==> src/rtl/pfs_pkg.sv <==
package pfs_pkg;

    localparam int NDIV_W = 10;
    localparam int PDIV_W = 4;
    localparam int DIVW_W = 16;
    localparam int HALF_W = 10;
    localparam int FRAC_W = 2 * HALF_W;
    localparam int GAIN_W = 20;

    localparam logic [PDIV_W-1:0] PDIV_VAL = 4'd1;

    localparam logic [1:0] FSEL_FULL = 2'd1;
    localparam logic [1:0] FSEL_HALF = 2'd2;
    localparam logic [1:0] FSEL_QRTR = 2'd3;

    localparam logic [NDIV_W-1:0] NDIV_FULL = 10'h078;
    localparam logic [NDIV_W-1:0] NDIV_HALF = 10'h03C;
    localparam logic [NDIV_W-1:0] NDIV_QRTR = 10'h01E;

    typedef enum logic [3:0] {
        ST_IDLE,
        ST_BYPASS,
        ST_RESET,
        ST_PROGRAM,
        ST_RELEASE,
        ST_UPDATE,
        ST_LOCKWAIT,
        ST_POSTREL,
        ST_UNBYPASS,
        ST_FINISH
    } pfs_state_t;

    typedef struct packed {
        logic byp_on;
        logic byp_off;
        logic rst_all;
        logic prog;
        logic core_rel;
        logic post_rel;
        logic vco_pulse;
    } pfs_act_t;

    function automatic logic sel_valid(input logic [1:0] sel);
        return sel != 2'd0;
    endfunction

    function automatic logic [NDIV_W-1:0] ndiv_for(input logic [1:0] sel);
        logic [NDIV_W-1:0] r;
        unique case (sel)
            FSEL_FULL: r = NDIV_FULL;
            FSEL_HALF: r = NDIV_HALF;
            FSEL_QRTR: r = NDIV_QRTR;
            default:   r = '0;
        endcase
        return r;
    endfunction

    function automatic logic [1:0] code_for(input logic [NDIV_W-1:0] nd);
        logic [1:0] r;
        if (nd == NDIV_FULL)      r = FSEL_FULL;
        else if (nd == NDIV_HALF) r = FSEL_HALF;
        else if (nd == NDIV_QRTR) r = FSEL_QRTR;
        else                      r = 2'd0;
        return r;
    endfunction

    function automatic logic [GAIN_W-1:0] gain_word();
        logic [GAIN_W-1:0] w;
        w = '0;
        w[3:0]   = 4'd3;
        w[6:4]   = 3'd2;
        w[9:7]   = 3'd0;
        w[19:10] = 10'd50;
        return w;
    endfunction

endpackage

==> src/rtl/pfs_poll_timer.sv <==
module pfs_poll_timer #(
    parameter int POLL_LIMIT = 1500,
    parameter int POLL_GAP   = 256
) (
    input  logic clk,
    input  logic rst_n,
    input  logic run,
    input  logic lock,
    output logic seen,
    output logic expired
);
    localparam int GW = $clog2(POLL_GAP + 1);
    localparam int PW = $clog2(POLL_LIMIT + 1);

    logic [GW-1:0] gap_q;
    logic [PW-1:0] poll_q;
    logic          sample;

    assign sample  = run && (gap_q == GW'(POLL_GAP - 1));
    assign seen    = sample && lock;
    assign expired = sample && !lock && (poll_q == PW'(POLL_LIMIT - 1));

    always_ff @(posedge clk or negedge rst_n) begin
        if (!rst_n) begin
            gap_q  <= '0;
            poll_q <= '0;
        end else if (!run) begin
            gap_q  <= '0;
            poll_q <= '0;
        end else if (sample) begin
            gap_q  <= '0;
            poll_q <= poll_q + 1'b1;
        end else begin
            gap_q  <= gap_q + 1'b1;
        end
    end
endmodule

==> src/rtl/pfs_cluster_bank.sv <==
module pfs_cluster_bank
    import pfs_pkg::*;
(
    input  logic              clk,
    input  logic              rst_n,
    input  logic              sel,
    input  pfs_act_t          act,
    input  logic [NDIV_W-1:0] ndiv_i,
    output logic              core_rst_n,
    output logic              post_rst_n,
    output logic              bypass,
    output logic [DIVW_W-1:0] div_word,
    output logic [FRAC_W-1:0] frac_word,
    output logic [GAIN_W-1:0] gain,
    output logic              vco_upd
);
    localparam int GAP_W = DIVW_W - PDIV_W - NDIV_W;

    always_ff @(posedge clk or negedge rst_n) begin
        if (!rst_n) begin
            core_rst_n <= 1'b1;
            post_rst_n <= 1'b1;
            bypass     <= 1'b0;
            div_word   <= '0;
            frac_word  <= '0;
            gain       <= '0;
            vco_upd    <= 1'b0;
        end else begin
            vco_upd <= 1'b0;
            if (sel) begin
                if (act.byp_on)  bypass <= 1'b1;
                if (act.byp_off) bypass <= 1'b0;
                if (act.rst_all) begin
                    core_rst_n <= 1'b0;
                    post_rst_n <= 1'b0;
                end
                if (act.prog) begin
                    div_word  <= {PDIV_VAL, {GAP_W{1'b0}}, ndiv_i};
                    frac_word <= '0;
                    gain      <= gain_word();
                end
                if (act.core_rel)  core_rst_n <= 1'b1;
                if (act.post_rel)  post_rst_n <= 1'b1;
                if (act.vco_pulse) vco_upd    <= 1'b1;
            end
        end
    end
endmodule

==> src/rtl/pll_freq_seq.sv <==
module pll_freq_seq
    import pfs_pkg::*;
#(
    parameter int N_CLUSTERS = 4,
    parameter int IDX_W      = 3,
    parameter int POLL_LIMIT = 1500,
    parameter int POLL_GAP   = 256
) (
    input  logic                         clk,
    input  logic                         rst_n,
    input  logic                         start_i,
    input  logic [IDX_W-1:0]             cluster_i,
    input  logic [1:0]                   freq_sel_i,
    input  logic [N_CLUSTERS-1:0]        lock_i,
    input  logic [IDX_W-1:0]             rb_cluster_i,
    output logic [N_CLUSTERS-1:0]        core_rst_n_o,
    output logic [N_CLUSTERS-1:0]        post_rst_n_o,
    output logic [N_CLUSTERS-1:0]        bypass_o,
    output logic [DIVW_W*N_CLUSTERS-1:0] div_word_o,
    output logic [FRAC_W*N_CLUSTERS-1:0] frac_word_o,
    output logic [GAIN_W*N_CLUSTERS-1:0] gain_word_o,
    output logic [N_CLUSTERS-1:0]        vco_upd_o,
    output logic                         busy_o,
    output logic                         done_o,
    output logic                         ok_o,
    output logic                         timeout_o,
    output logic                         bad_sel_o,
    output logic [1:0]                   rb_code_o
);
    localparam int CL_W = (N_CLUSTERS > 1) ? $clog2(N_CLUSTERS) : 1;

    pfs_state_t        state_q, state_d;
    pfs_act_t          act;
    logic [CL_W-1:0]   clus_q, clus_in, rb_idx;
    logic [NDIV_W-1:0] ndiv_q;
    logic              to_q;
    logic              accept, reject;
    logic              lock_sel, poll_seen, poll_expired;
    logic [DIVW_W-1:0] div_arr [N_CLUSTERS];

    assign clus_in = (cluster_i < IDX_W'(N_CLUSTERS)) ? CL_W'(cluster_i) : '0;
    assign rb_idx  = (rb_cluster_i < IDX_W'(N_CLUSTERS)) ? CL_W'(rb_cluster_i) : '0;
    assign accept  = (state_q == ST_IDLE) && start_i && sel_valid(freq_sel_i);
    assign reject  = (state_q == ST_IDLE) && start_i && !sel_valid(freq_sel_i);
    assign lock_sel = lock_i[clus_q];

    pfs_poll_timer #(
        .POLL_LIMIT(POLL_LIMIT),
        .POLL_GAP  (POLL_GAP)
    ) u_poll (
        .clk    (clk),
        .rst_n  (rst_n),
        .run    (state_q == ST_LOCKWAIT),
        .lock   (lock_sel),
        .seen   (poll_seen),
        .expired(poll_expired)
    );

    always_comb begin
        state_d = state_q;
        unique case (state_q)
            ST_IDLE:     if (accept) state_d = ST_BYPASS;
            ST_BYPASS:   state_d = ST_RESET;
            ST_RESET:    state_d = ST_PROGRAM;
            ST_PROGRAM:  state_d = ST_RELEASE;
            ST_RELEASE:  state_d = ST_UPDATE;
            ST_UPDATE:   state_d = ST_LOCKWAIT;
            ST_LOCKWAIT: if (poll_seen || poll_expired) state_d = ST_POSTREL;
            ST_POSTREL:  state_d = ST_UNBYPASS;
            ST_UNBYPASS: state_d = ST_FINISH;
            ST_FINISH:   state_d = ST_IDLE;
            default:     state_d = ST_IDLE;
        endcase
    end

    always_comb begin
        act = '0;
        unique case (state_q)
            ST_BYPASS:   act.byp_on    = 1'b1;
            ST_RESET:    act.rst_all   = 1'b1;
            ST_PROGRAM:  act.prog      = 1'b1;
            ST_RELEASE:  act.core_rel  = 1'b1;
            ST_UPDATE:   act.vco_pulse = 1'b1;
            ST_POSTREL:  act.post_rel  = 1'b1;
            ST_UNBYPASS: act.byp_off   = 1'b1;
            default:     act = '0;
        endcase
    end

    always_ff @(posedge clk or negedge rst_n) begin
        if (!rst_n) state_q <= ST_IDLE;
        else        state_q <= state_d;
    end

    always_ff @(posedge clk or negedge rst_n) begin
        if (!rst_n) begin
            busy_o    <= 1'b0;
            done_o    <= 1'b0;
            ok_o      <= 1'b0;
            timeout_o <= 1'b0;
            bad_sel_o <= 1'b0;
            to_q      <= 1'b0;
            clus_q    <= '0;
            ndiv_q    <= '0;
        end else begin
            done_o <= 1'b0;
            if (accept) begin
                busy_o    <= 1'b1;
                ok_o      <= 1'b0;
                timeout_o <= 1'b0;
                bad_sel_o <= 1'b0;
                to_q      <= 1'b0;
                clus_q    <= clus_in;
                ndiv_q    <= ndiv_for(freq_sel_i);
            end
            if (reject) begin
                done_o    <= 1'b1;
                ok_o      <= 1'b0;
                timeout_o <= 1'b0;
                bad_sel_o <= 1'b1;
            end
            if (poll_expired) to_q <= 1'b1;
            if (state_q == ST_FINISH) begin
                busy_o    <= 1'b0;
                done_o    <= 1'b1;
                ok_o      <= !to_q;
                timeout_o <= to_q;
            end
        end
    end

    for (genvar g = 0; g < N_CLUSTERS; g++) begin : g_bank
        pfs_cluster_bank u_bank (
            .clk       (clk),
            .rst_n     (rst_n),
            .sel       (clus_q == CL_W'(g)),
            .act       (act),
            .ndiv_i    (ndiv_q),
            .core_rst_n(core_rst_n_o[g]),
            .post_rst_n(post_rst_n_o[g]),
            .bypass    (bypass_o[g]),
            .div_word  (div_word_o[g*DIVW_W +: DIVW_W]),
            .frac_word (frac_word_o[g*FRAC_W +: FRAC_W]),
            .gain      (gain_word_o[g*GAIN_W +: GAIN_W]),
            .vco_upd   (vco_upd_o[g])
        );
        assign div_arr[g] = div_word_o[g*DIVW_W +: DIVW_W];
    end

    assign rb_code_o = code_for(div_arr[rb_idx][NDIV_W-1:0]);

endmodule

==> config.mk <==
export PLATFORM = sky130hd
export DESIGN_NAME = pll_freq_seq
export DESIGN_NICKNAME = d
export VERILOG_FILES = /design/src/rtl/pfs_pkg.sv /design/src/rtl/pfs_poll_timer.sv /design/src/rtl/pfs_cluster_bank.sv /design/src/rtl/pll_freq_seq.sv
export SDC_FILE = /design/constraint.sdc
export NUM_CORES = 1
export LEC_CHECK = 0
export BUFFER_PORTS_ARGS = -buffer_cell sky130_fd_sc_hd__buf_4
export CAP_MARGIN = 20
export CORE_ASPECT_RATIO = 0.9
export CORE_UTILIZATION = 48
export CTS_BUF_LIST = sky130_fd_sc_hd__clkbuf_8
export CTS_CLUSTER_DIAMETER = 150
export DETAILED_ROUTE_END_ITERATION = 12
export PLACE_DENSITY_LB_ADDON = 0.12
export SYNTH_ARGS = -nofsm -noshare
export SYNTH_HDL_FRONTEND = slang
export SYNTH_SLANG_ARGS = --single-unit
==> constraint.sdc <==
create_clock -name clk -period 2.1 [get_ports clk]
set_input_delay 0.21 -clock clk [delete_from_list [all_inputs] [get_ports clk]]
set_output_delay 0.21 -clock clk [all_outputs]
set_load 0.005 [all_outputs]
==> impl_metrics.py <==
metrics = {
    "run_status": {
        "status": "finished with violations",
        "violations": "design-rule violations, negative setup slack",
    },
    "yosys": {
        "synth.most_common_cell": "buf_4",
        "netlist_top_cells_area": "dfrtp_1 33%, buf_4 31%, dfstp_2 4.1%",
        "gate_count_after_technology_mapping": 543,
        "synth.largest_area_cell": "dfrtp_1",
        "postSynth.topFlopCell": "dfrtp_1",
        "postSynth.asyncResetShare": 1.00,
        "synth.yosys.seq_area_share": 0.375,
        "synth_area_per_cell_um2": 9.52,
        "synth-seq-cells": 77,
        "number_of_distinct_standard_cells_referenced_by_the_synthesized_netlist": 48,
        "synth-edff-count": 0,
        "synth.top_cells.by_count": "216 x buf_4, 69 x dfrtp_1, 35 x nor2_1",
        "synth.top_cell.area_share": 0.334,
        "synth-warning-count": 0,
        "synthesis.area_um2": 5170,
    },
    "die": {
        "die_w_um": 111,
        "num_io_pins": 262,
        "dieArea_um2": 11200,
        "core_area_um2": 10300,
        "rows": 35,
        "die_h_um": 100,
        "initial_core_utilization": 0.500,
    },
    "power_and_ir_drop": {
        "combinationalPowerShare": 0.057,
        "leakagePower_nw": 2.83,
        "worst_ir_drop_vdd_mv": 0.283,
        "seqPwrFrac": 0.543,
        "power_switching_mw": 0.675,
        "netSwitchingFraction": 0.247,
        "final_total_pwr_mw": 2.73,
        "power.density_cell_area_nw_per_um2": 511,
        "power_report.internal_total_mw": 2.06,
        "pwr-share-clk": 0.399,
    },
    "setup_path": {
        "worstSetupStartpointType": "flip-flop",
        "critical_path_peak_fanout": 2,
        "crit_path_end_kind": "output pin",
        "r2r_setup_slack_ps": 300,
        "timing_worst_setup_path_type": "flip-flop to output pin",
        "worstPathRequired_ps": 1890,
        "critical_path_arrival_ps": 2140,
    },
    "layout": {
        "antennaDiodeCount": 0,
        "post_route_cells_drive_above_1_share": 0.243,
        "area_growth_pct": 3.51,
        "finalNetCount": 628,
        "design_area_um2": 5350,
    },
    "cts": {
        "clock_path_buffers": 2,
        "cts_tree": "done",
        "worst_skew_pair_later_pin_latency_ps": 350,
        "worst_setup_hold_path_clk_slew_ps": 80,
        "clkSinkCount": 77,
        "numCtsBuffers": 9,
        "number_of_h_tree_branching_levels": 3,
        "root_buffer": "clkbuf_8",
    },
    "timing": {
        "final_hold_viol_count": 0,
        "finalCritPeriodShare": 1.12,
        "timing.final.max_slew_violations": 0,
        "setup_viol": 2,
        "grt_setup_unrepaired": "true",
        "worst_clock_skew_ps": 9.26,
        "timing.final.ws_setup_ps": -252,
        "post_route_setup_tns_ps": -482,
        "tmin_final_ps": 2350,
        "achievable-frequency_mhz": 425,
    },
    "global_routing": {
        "residual_overflow_from_global_routing": 0,
        "pin_count_of_the_biggest_net_entering_global_routing": 78,
        "grt_use_total": 0.160,
        "first_global_vias": 2771,
        "antenna_found_initial": 0,
        "grt_pass1_wl_mm": 14.3,
    },
    "job": {
        "drv.max_cap_violation_count": 0,
    },
    "route": {
        "detail_route.wl_per_cell_um": 12.4,
        "average_via_count_per_standard_cell": 4.43,
        "first_iter_violations": 182,
        "antenna_violating_nets_left": 0,
        "total_number_of_vias": 3280,
        "remaining_drc_errors": 36,
        "wl_mm": 9.17,
        "dr.pass1.iters": 9,
    },
    "placement": {
        "globalplace.congestion": 0.896,
        "io_buffer_count": 89,
        "place_hpwl_mm": 7.06,
        "placed_area_um2": 5100,
    },
    "worst_hold_path": {
        "min-delay-path-class": "input port to flip-flop",
    },
}
## routing by layer
metal | routed length [um] | vias up | share of wire | GRT usage
met2 | 4620 | 168 | 0.50 | 0.270
met4 | 68 | 0 | 0.0074 | 0.0395
met1 | 3780 | 1564 | 0.41 | 0.210
met3 | 698 | 12 | 0.076 | 0.0373
li1 | - | 1536 | - | -
met5 | 0 | - | 0 | 0
## per-stage QoR
stage | cells | util | setup WS, ps | hold WS (ps)
final | 741 | 0.518 | -252 | 163
after global routing | 741 | 0.518 | -357 | 153
after CTS | 739 | 0.515 | -256 | 146
after detailed placement | 720 | 0.493 | 96.6 | 268
after global placement | 720 | 0.493 | 117 | 262
after floorplan | 714 | - | 226 | -85.6
## critical path, stage by stage (launching register included)
cell,delay (ps)
dfrtp_1,390
mux2_4,250
a221o_1,310
or2_4,260
buf_4,140
nor4b_4,200
o21a_1,140
buf_4,100
## state kept, by name, summed over array words and instances (netlist names)
name / flops
done_o: 1
clus_q: 2
g_bank.u_bank.core_rst_n: 4
g_bank.u_bank.gain: 3
g_bank.u_bank.post_rst_n: 4
g_bank.u_bank.vco_upd: 4
u_poll.poll_q: 11
ndiv_q: 5
g_bank.u_bank.div_word: 21
bad_sel_o: 1
ok_o: 1
state_q: 4
busy_o: 1
to_q: 1
timeout_o: 1
g_bank.u_bank.bypass: 4
u_poll.gap_q: 9
## cells in the final DEF (no fill, tap or decap), types with 3 or more instances in the layout
master and count:
inv_1 9, and3_1 4, xnor2_1 9, nor4_1 4, mux2_1 17, a31oi_1 3, nand2_1 20, nor3_1 4
nor2_1 35, buf_4 107, ha_1 6, o21ai_0 23, a21oi_1 12, conb_1 172, a22oi_1 3, and2_1 5
xor2_1 10, mux2_2 11, nand3_1 11, dfrtp_1 69, nand4_1 5, o31ai_1 3, clkbuf_8 9, nor2b_1 5
o21ai_1 7, dfstp_2 8, nand2b_1 10
## final cells by class
| type | count | area [um^2] |
|---|---|---|
| fill | 978 | 4980 |
| clock buffer | 9 | 124 |
| clock inverter | 7 | 67.6 |
| timing repair buffer | 109 | 833 |
| multi-input combinational | 402 | 2200 |
| sequential | 77 | 1940 |
| inverter | 8 | 30.0 |
| tap | 129 | 161 |
## repair_timing
action,4_1_cts,5_1_grt
pin swaps,5,2
endpoints found under the hold margin,69,0
setup endpoints to repair,2,3
setup buffers,2,2
hold buffers,1,0
resized for setup,1,4
## power by group through the flow
| stage | Sequential, mW | Clock [mW] | Combinational, mW |
|---|---|---|---|
| 5_1_grt | 1.48 | 1.19 | 0.187 |
| 3_5_place_dp | 1.51 | 0 | 0.150 |
| 4_1_cts | 1.48 | 1.14 | 0.152 |
| 6_report | 1.48 | 1.09 | 0.157 |
| 3_3_place_gp | 1.51 | 0 | 0.148 |
| 2_1_floorplan | 1.51 | 0 | 0.319 |
## final timing paths
kind	from	endpoint	cells past startpoint
worst max-delay path	g_bank[3].u_bank.div_word[1]$_DFFE_PN0P_	rb_code_o[0]	7
worst min-delay path	cluster_i[1]	clus_q[1]$_DFFE_PN0P_	3
worst max register to register	u_poll.gap_q[0]$_DFF_PN0_	state_q[0]$_DFFE_PN0P_	5
worst min register to register	u_poll.gap_q[0]$_DFF_PN0_	u_poll.gap_q[0]$_DFF_PN0_	1
max in group asynchronous	rst_n	g_bank[3].u_bank.post_rst_n$_DFFE_PN1P_	3
min in group asynchronous	rst_n	u_poll.poll_q[0]$_DFFE_PN0P_	3
## cells by family (layout without fill, tap and decap cells)
kind of cell,count (synthesis),count (layout),synth area share
buffers and inverters,235,133,0.329
AND/OR/NAND/NOR,114,114,0.112
flip-flops,77,77,0.375
AO/OA/AOI/OAI,61,61,0.0690
multiplexers,30,30,0.0682
XOR/XNOR,19,19,0.0322
adder cells (fa/ha/maj),6,6,0.0145
other,1,172,0.000725
(Power assumes the default switching activity.)
